## src/rtl/act_quant_pkg.sv

```systemverilog
package act_quant_pkg;
  localparam int ACC_W_D   = 32;
  localparam int GAIN_W_D  = 16;
  localparam int SHIFT_W_D = 6;
  localparam int QS_W_D    = 16;
  localparam int QFRAC_D   = 8;
  localparam int QOUT_W_D  = 8;
  localparam int STAGES    = 3;
endpackage

```

## src/rtl/aq_relu.sv

```systemverilog
module aq_relu #(
  parameter int W = 32
) (
  input  logic                clk,
  input  logic                rst,
  input  logic                en,
  input  logic                v_i,
  input  logic signed [W-1:0] d_i,
  input  logic signed [W-1:0] t_i,
  output logic                v_o,
  output logic signed [W-1:0] d_o,
  output logic signed [W-1:0] t_o
);
  always_ff @(posedge clk) begin
    if (rst) begin
      v_o <= 1'b0;
      d_o <= '0;
      t_o <= '0;
    end else if (en) begin
      v_o <= v_i;
      d_o <= d_i[W-1] ? '0 : d_i;
      t_o <= t_i;
    end
  end
endmodule

```

## src/rtl/aq_norm.sv

```systemverilog
module aq_norm #(
  parameter int W  = 32,
  parameter int GW = 16,
  parameter int SW = 6
) (
  input  logic                clk,
  input  logic                rst,
  input  logic                en,
  input  logic                v_i,
  input  logic signed [W-1:0] d_i,
  input  logic signed [W-1:0] t_i,
  input  logic [GW-1:0]       gain_i,
  input  logic [SW-1:0]       shift_i,
  input  logic signed [W-1:0] bias_i,
  output logic                v_o,
  output logic signed [W-1:0] n_o,
  output logic signed [W-1:0] t_o
);
  localparam int PW = W + GW;
  localparam int SUMW = PW + 2;
  localparam logic signed [W-1:0] MAXV = {1'b0, {(W-1){1'b1}}};
  localparam logic signed [W-1:0] MINV = {1'b1, {(W-1){1'b0}}};

  logic [PW-1:0]          prod;
  logic [PW-1:0]          shd;
  logic signed [SUMW-1:0] sum_w;
  logic [SUMW-W:0]        top;
  logic signed [W-1:0]    sat;

  always_comb begin
    prod  = {{GW{1'b0}}, d_i} * {{W{1'b0}}, gain_i};
    shd   = prod >> shift_i;
    sum_w = $signed({2'b00, shd}) + $signed({{(SUMW-W){bias_i[W-1]}}, bias_i});
    top   = sum_w[SUMW-1:W-1];
    if (top == '0 || top == '1) sat = sum_w[W-1:0];
    else                        sat = sum_w[SUMW-1] ? MINV : MAXV;
  end

  always_ff @(posedge clk) begin
    if (rst) begin
      v_o <= 1'b0;
      n_o <= '0;
      t_o <= '0;
    end else if (en) begin
      v_o <= v_i;
      n_o <= sat;
      t_o <= t_i;
    end
  end
endmodule

```

## src/rtl/aq_quant.sv

```systemverilog
module aq_quant #(
  parameter int W   = 32,
  parameter int QSW = 16,
  parameter int QF  = 8,
  parameter int QW  = 8
) (
  input  logic                 clk,
  input  logic                 rst,
  input  logic                 en,
  input  logic                 v_i,
  input  logic signed [W-1:0]  n_i,
  input  logic [QSW-1:0]       qs_i,
  input  logic signed [QW-1:0] zp_i,
  output logic                 v_o,
  output logic signed [QW-1:0] q_o
);
  localparam int MW = W + QSW + 1;
  localparam logic signed [QW-1:0] QMAX = {1'b0, {(QW-1){1'b1}}};
  localparam logic signed [QW-1:0] QMIN = {1'b1, {(QW-1){1'b0}}};

  logic signed [MW-1:0] mul;
  logic signed [MW-1:0] shr;
  logic signed [MW-1:0] sum_q;
  logic [MW-QW:0]       top;
  logic signed [QW-1:0] clip;

  always_comb begin
    mul   = $signed({{(QSW+1){n_i[W-1]}}, n_i}) * $signed({{(W+1){1'b0}}, qs_i});
    shr   = mul >>> QF;
    sum_q = shr + $signed({{(MW-QW){zp_i[QW-1]}}, zp_i});
    top   = sum_q[MW-1:QW-1];
    if (top == '0 || top == '1) clip = sum_q[QW-1:0];
    else                        clip = sum_q[MW-1] ? QMIN : QMAX;
  end

  always_ff @(posedge clk) begin
    if (rst) begin
      v_o <= 1'b0;
      q_o <= '0;
    end else if (en) begin
      v_o <= v_i;
      q_o <= clip;
    end
  end
endmodule

```

## src/rtl/aq_l1.sv

```systemverilog
module aq_l1 #(
  parameter int W = 32
) (
  input  logic                clk,
  input  logic                rst,
  input  logic                en,
  input  logic                v_i,
  input  logic signed [W-1:0] n_i,
  input  logic signed [W-1:0] t_i,
  output logic                v_o,
  output logic [W:0]          l_o
);
  logic signed [W:0] diff;
  logic [W:0]        mag;

  always_comb begin
    diff = $signed({n_i[W-1], n_i}) - $signed({t_i[W-1], t_i});
    mag  = diff[W] ? $unsigned(-diff) : $unsigned(diff);
  end

  always_ff @(posedge clk) begin
    if (rst) begin
      v_o <= 1'b0;
      l_o <= '0;
    end else if (en) begin
      v_o <= v_i;
      l_o <= mag;
    end
  end
endmodule

```

## src/rtl/act_quant_pipe.sv

```systemverilog
module act_quant_pipe
  import act_quant_pkg::*;
#(
  parameter int ACC_W   = ACC_W_D,
  parameter int GAIN_W  = GAIN_W_D,
  parameter int SHIFT_W = SHIFT_W_D,
  parameter int QS_W    = QS_W_D,
  parameter int QFRAC   = QFRAC_D,
  parameter int QOUT_W  = QOUT_W_D
) (
  input  logic                     clk,
  input  logic                     rst,
  input  logic                     in_valid,
  output logic                     in_ready,
  input  logic signed [ACC_W-1:0]  in_data,
  input  logic signed [ACC_W-1:0]  in_target,
  input  logic [GAIN_W-1:0]        cfg_gain,
  input  logic [SHIFT_W-1:0]       cfg_shift,
  input  logic signed [ACC_W-1:0]  cfg_bias,
  input  logic [QS_W-1:0]          cfg_qscale,
  input  logic signed [QOUT_W-1:0] cfg_qzero,
  input  logic                     out_ready,
  output logic                     out_valid,
  output logic signed [QOUT_W-1:0] out_data,
  output logic                     out_loss_valid,
  output logic [ACC_W:0]           out_loss
);
  // One advance enable for every stage: a stall freezes the whole pipe
  logic adv;
  assign adv      = out_ready;
  assign in_ready = adv;

  logic                    r_v, n_v;
  logic signed [ACC_W-1:0] r_d, r_t, n_d, n_t;

  aq_relu #(.W(ACC_W)) relu_i (
    .clk(clk), .rst(rst), .en(adv),
    .v_i(in_valid), .d_i(in_data), .t_i(in_target),
    .v_o(r_v), .d_o(r_d), .t_o(r_t)
  );

  aq_norm #(.W(ACC_W), .GW(GAIN_W), .SW(SHIFT_W)) norm_i (
    .clk(clk), .rst(rst), .en(adv),
    .v_i(r_v), .d_i(r_d), .t_i(r_t),
    .gain_i(cfg_gain), .shift_i(cfg_shift), .bias_i(cfg_bias),
    .v_o(n_v), .n_o(n_d), .t_o(n_t)
  );

  aq_quant #(.W(ACC_W), .QSW(QS_W), .QF(QFRAC), .QW(QOUT_W)) quant_i (
    .clk(clk), .rst(rst), .en(adv),
    .v_i(n_v), .n_i(n_d), .qs_i(cfg_qscale), .zp_i(cfg_qzero),
    .v_o(out_valid), .q_o(out_data)
  );

  aq_l1 #(.W(ACC_W)) loss_i (
    .clk(clk), .rst(rst), .en(adv),
    .v_i(n_v), .n_i(n_d), .t_i(n_t),
    .v_o(out_loss_valid), .l_o(out_loss)
  );
endmodule

```

## config.mk

```make
export PLATFORM = sky130hd
export DESIGN_NAME = act_quant_pipe
export DESIGN_NICKNAME = d
export VERILOG_FILES = /design/src/rtl/act_quant_pkg.sv /design/src/rtl/aq_relu.sv /design/src/rtl/aq_norm.sv /design/src/rtl/aq_quant.sv /design/src/rtl/aq_l1.sv /design/src/rtl/act_quant_pipe.sv
export SDC_FILE = /design/constraint.sdc
export NUM_CORES = 2
export LEC_CHECK = 0
export BUFFER_PORTS_ARGS = -buffer_cell sky130_fd_sc_hd__buf_2
export CORE_MARGIN = 1.5
export CORE_UTILIZATION = 42
export DETAILED_ROUTE_END_ITERATION = 7
export SYNTH_ARGS = -nofsm -noshare
export SYNTH_HDL_FRONTEND = slang
export SYNTH_SLANG_ARGS = --single-unit
export TNS_END_PERCENT = 50
```

## constraint.sdc

```tcl
create_clock -name clk -period 24 [get_ports clk]
set_input_delay 4.8 -clock clk [delete_from_list [all_inputs] [get_ports clk]]
set_output_delay 4.8 -clock clk [all_outputs]
set_load 0.1 [all_outputs]
```

Yosys cells after proc, flatten, opt, wreduce, memory -nomap -nowiden
Cells that the tools add are included.
Storage, ports and cells
  bits in registers: 172
  latch bits: 0
  bits in writable memories: 0
  ROM bits: 0
  bits of input ports: 146
  memories kept: 0
Operators by class
  add/sub/neg operators: 4
  multipliers: 2
  div/mod/pow operators: 0
  order comparisons: 0
  equal/unequal tests: 2
  shift operators: 1
  multiplexer cells: 6
  bitwise logic cells: 0
  reduce and logical (&&, ||, !) cells: 4
Operators by type and width (count)
  2-to-1 mux 32 bit: 2
  adder 49 x 32 -> 50 bit: 1
  multiplier 32 x 17 -> 49 bit: 1
  multiplier 32 x 16 -> 48 bit: 1
  right shift 48 x 6 -> 48 bit: 1
  adder 41 x 8 -> 42 bit: 1
  equality test 42 bit, second input constant: 1
  zero test 42 bit: 1
  2-to-1 mux 33 bit: 1
  negation 33 bit: 1
  subtractor 32 x 32 -> 33 bit: 1
  2-to-1 mux 31 bit: 1
  equality test 19 bit, second input constant: 1
  zero test 19 bit: 1
  2-to-1 mux 8 bit: 2
  logical OR 1 bit: 2

Depth between registers and ports, before layout
  word-level depth: 6
  gate-level depth with buffers: 44
  gate-level depth less buffers: 40

Modules after synthesis
From an unflattened synthesis, not the netlist that was laid out.
Unflattened totals
  cell total of the unflattened synthesis: 6572
  area total of the unflattened synthesis: 53651.5 um2
Modules (own cells, without submodules)
  aq_norm: times used 1, cells an instance 3256, area an instance 26082.5 um2
  aq_quant: times used 1, cells an instance 2463, area an instance 20784.9 um2
  aq_l1: times used 1, cells an instance 606, area an instance 4281.6 um2
  aq_relu: times used 1, cells an instance 246, area an instance 2494.9 um2
  act_quant_pipe: times used 1, cells an instance 1, area an instance 7.5 um2

Worst setup path before layout
OpenSTA, ideal clock, no wires.
  path kind: input -> register
  from: in cfg_gain[1]
  to: reg norm_i.n_o[12]
  arrival time: 14.732 ns
  data required time: 23.867 ns
  slack: 9.135 ns
  stages on the path: 35
  buffers on the path: 2
  cell sequence: clkbuf_1 nand2_1 fa_1 fa_1 fa_1 inv_1 fa_1 fa_1 inv_1 fa_1 inv_1 ha_1 clkbuf_1 a21oi_1 o21bai_1 a221oi_1 o21a_1 nand2_1 o311ai_1 mux2i_1 a221o_1 mux4_2 a2bb2oi_1 o21ai_0 ha_1 nand2_1 or3_4 a2111o_1 a2111o_1 and3_1 or4_1 nor4_1 or4b_1 a211oi_1 nor4_1
Between the ends
  longest elaborated chain between the ends: 6
RTL lines
  start, declared: line act_quant_pipe.sv:17  | input logic [GAIN_W-1:0] cfg_gain,
  multiplier 32 x 16 -> 48 bit (*): line aq_norm.sv:31  | prod = {{GW{1'b0}}, d_i} * {{W{1'b0}}, gain_i};
  right shift 48 x 6 -> 48 bit (*): line aq_norm.sv:32  | shd = prod >> shift_i;
  adder 49 x 32 -> 50 bit (*): line aq_norm.sv:33  | sum_w = $signed({2'b00, shd}) + $signed({{(SUMW-W){bias_i[W-1]}}, bias_i});
  equality test 19 bit / zero test 19 bit (equally long branches): line aq_norm.sv:35  | if (top == '0 || top == '1) sat = sum_w[W-1:0];
  logical OR 1 bit: line aq_norm.sv:35
  2-to-1 mux 32 bit (*): line aq_norm.sv:35
  end signal, assigned: line aq_norm.sv:46  | n_o <= sat;
  end, declared: line aq_norm.sv:16  | output logic signed [W-1:0] n_o,
Mark *: on every way between the ends. The rest lies on a longest branch, timed or not.
A chain may end at the register's enable or synchronous reset.

Final worst setup path
  from: in cfg_gain[1]
  to: reg norm_i.n_o[15]
Same word-level chain as after synthesis.

==> flow_summary_export.csv <==
group,metric,value,unit
clock_tree,cts_max_level,4,
timing,setup_tns,0,ns
power_and_ir_drop,power.density,95.5,nW/um^2
setup_path,worst_ep_required_time,24.46,ns
floorplanning,initial_core_util,42.5,%
clock_tree,clk_latency,0.57,ns
synth,postSynthAreaPerCell,8.20,sq um
setup_path,cpMostUsedCell,"fa_1",
synth,synth_top_area_cell,"fa_1",
route,vias,43626,
clock_tree,numCtsBuffers,17,
floorplanning,core_region_area,120000,sq um
timing,worst_pin_slew,1.22,ns
finish,multi_input_area,42500,sq um
finish,seq_area,3420,sq um
power_and_ir_drop,peakVddDrop,0.229,mV
global_routing,antenna_found_initial,5,
finish,drive_gt1_share,5.74,%
timing,max_freq,58.0,MHz
synth,synthTopCellsByArea,"fa_1, ha_1, inv_1",
finish,fillers,12060,
synth,yosysTopAreaCellShare,35.0,%
synth,synth_common_cells,"inv_1, fa_1, nand2_1, and2_1, ha_1",
finish,area_growth,5.13,%
setup_path,cp_max_fo,31,
status,status,"finished, final reports clean",
synth,synthesis.nets,7634,
place,place.gp.congestion,0.944,
route,avgRoutedWirePerCell,21.1,um
timing,timing.slew.headroom,18.8,%
setup_path,startpoint_type,"primary input",
clock_tree,clk_path_buf_depth,2,
power_and_ir_drop,power.leakage,0.0251,uW
floorplanning,die_x,352,um
setup_path,crit_type,"primary input to register",
route,drc,0,
timing,hold_viol,0,
floorplanning,rows,127,
clock_tree,clk_pin_slew,0.08,ns
timing,rsz0062_at_grt,"no",
synth,seq_area_frac_synth,6.70,%
global_routing,grt_pass1_vias,45135,
global_routing,track_usage,26.7,%
timing,clock_skew,0.0369,ns
global_routing,grt_overflow,0,
timing,final.min_clock_period,17.23,ns
setup_path,crit_slowest_cell,"nor4b_2",
clock_tree,root_buffer,"clkbuf_16",
synth,synth_edf_count,0,
route,via_per_inst,5.61,
clock_tree,cts_tree,"yes",
place,dpl.cell_count,7743,
route,detail_route.iter0.violations,3293,
floorplanning,die_h,352,um
setup_path,endpoint_kind,"register",
power_and_ir_drop,power,5130,uW
synth,ys_types,105,
floorplanning,boundaryPins,190,
synth,ys_seq_elements,171,
clock_tree,cts_hold_buf,0,
flow_run,max_cap_violations,0,
route,ant_nets,0,
synth,async_reset_ff_share,0,%
synth,yosys_warnings,0,
min_path,hold_path_class,"register to register",
synth,synth_flop_cell,"dfxtp_1",
synth,syn_area,51100,sq um
global_routing,grt_max_degree,98,
finish,design_area,53800,sq um
clock_tree,cts_resized,0,
global_routing,grt_pass1_wl,260000,um
setup_path,arrival,17.69,ns
finish,nets,7552,
route,drt-total-wl,164000,um
timing,final.period_utilization,71.8,%
clock_tree,cts_setup_buffers,0,
timing,slew_violations,0,
timing,setup_viol,0,
place,port_buffers,189,
route,drtPass1Iterations,6,
floorplanning,fp.dieArea,124000,sq um
synth,synthCells,6232,
clock_tree,clkSinkCount,171,
synth,yosysMostFrequentCell,"inv_1",
setup_path,slowest_delay,0.75,ns
place,dp_hpwl,127000,um
finish,fin_cells,7776,
place,placed_area,53200,sq um
==> placed cells by master (no fill, tap or decap), types with 116 or more instances in the layout <==
cell type,synthesis,routed
a21oi_1,294,294
nand2_1,863,863
ha_1,361,361
fa_1,895,895
o21ai_0,172,172
mux2i_1,116,116
dfxtp_1,171,171
buf_2,9,187
inv_1,1063,1063
and2_1,422,422
xnor2_1,117,116
nor2_1,345,343
==> area by class of cell <==
| type | count | area share, % |
|---|---|---|
| Inverter | 1067 | 7.45 |
| Antenna cell | 1 | 0.00466 |
| Clock buffer | 17 | 0.791 |
| Tap cell | 1612 | 3.75 |
| Sequential cell | 171 | 6.37 |
| Timing Repair Buffer | 225 | 2.30 |
| Multi-Input combinational cell | 4668 | 79.0 |
| Clock inverter | 15 | 0.312 |
==> power by group <==
part | switching, uW | total, uW | internal (uW) | leakage, uW
Combinational | 2770 | 4470 | 1700 | 0.0234
Clock | 167 | 307 | 140 | 0.000292
Sequential | 44.5 | 355 | 311 | 0.00141
==> worst max-delay path, delay by kind of cell <==
kind | cells | cell delay, ns
AOI/OAI and AO/OA | 12 | 4.57
and+or+nand+nor | 9 | 2.65
buffers and inverters | 5 | 1.01
muxes | 2 | 0.73
adders and majority gates | 8 | 3.89
==> path summary, 6_finish.rpt <==
kind,depth (start not counted),from,end,slack [ns]
worst min register to register,2,loss_i.l_o[23],loss_i.l_o[23],0.45
worst max-delay path,36,cfg_gain[1],norm_i.n_o[15],6.77
worst min-delay path,2,loss_i.l_o[23],loss_i.l_o[23],0.45
worst max register to register,35,relu_i.d_o[21],norm_i.n_o[15],10.61
==> kinds of logic after synthesis <==
kind of cell / after synthesis / share of synthesized area, %
adder cells (fa/ha/maj): 1256 / 43.9
buffers and inverters: 1393 / 10.3
flip-flops: 171 / 6.70
AND/OR/NAND/NOR: 2000 / 18.5
multiplexers: 155 / 3.35
XOR/XNOR: 195 / 3.34
AO/OA/AOI/OAI: 1062 / 13.9
==> registers in the layout, summed over array words and instances, names as in the netlist <==
name         count
loss_i.l_o      33
loss_i.v_o       1
norm_i.n_o      32
norm_i.t_o      32
norm_i.v_o       1
quant_i.q_o      8
relu_i.d_o      31
relu_i.t_o      32
relu_i.v_o       1
==> per-layer routing <==
metal	up-vias	GRT usage, %	part of all wire (%)
met4	10	8.13	3.0
met3	267	4.95	7.4
met1	21911	34.7	42
met2	1579	45.0	48
li1	19859	-	-
met5	-	0	0.035
==> through the flow <==
stage,util [%],setup WS [ns],hold slack [ns]
4_1_cts,44.7,6.94,0.452
3_5_place_dp,44.2,6.39,0.441
3_3_place_gp,44.2,6.32,0.437
2_1_floorplan,-,9.13,0.460
6_report,44.7,6.77,0.447
5_1_grt,44.7,5.87,0.475
(Power assumes the default switching activity.)
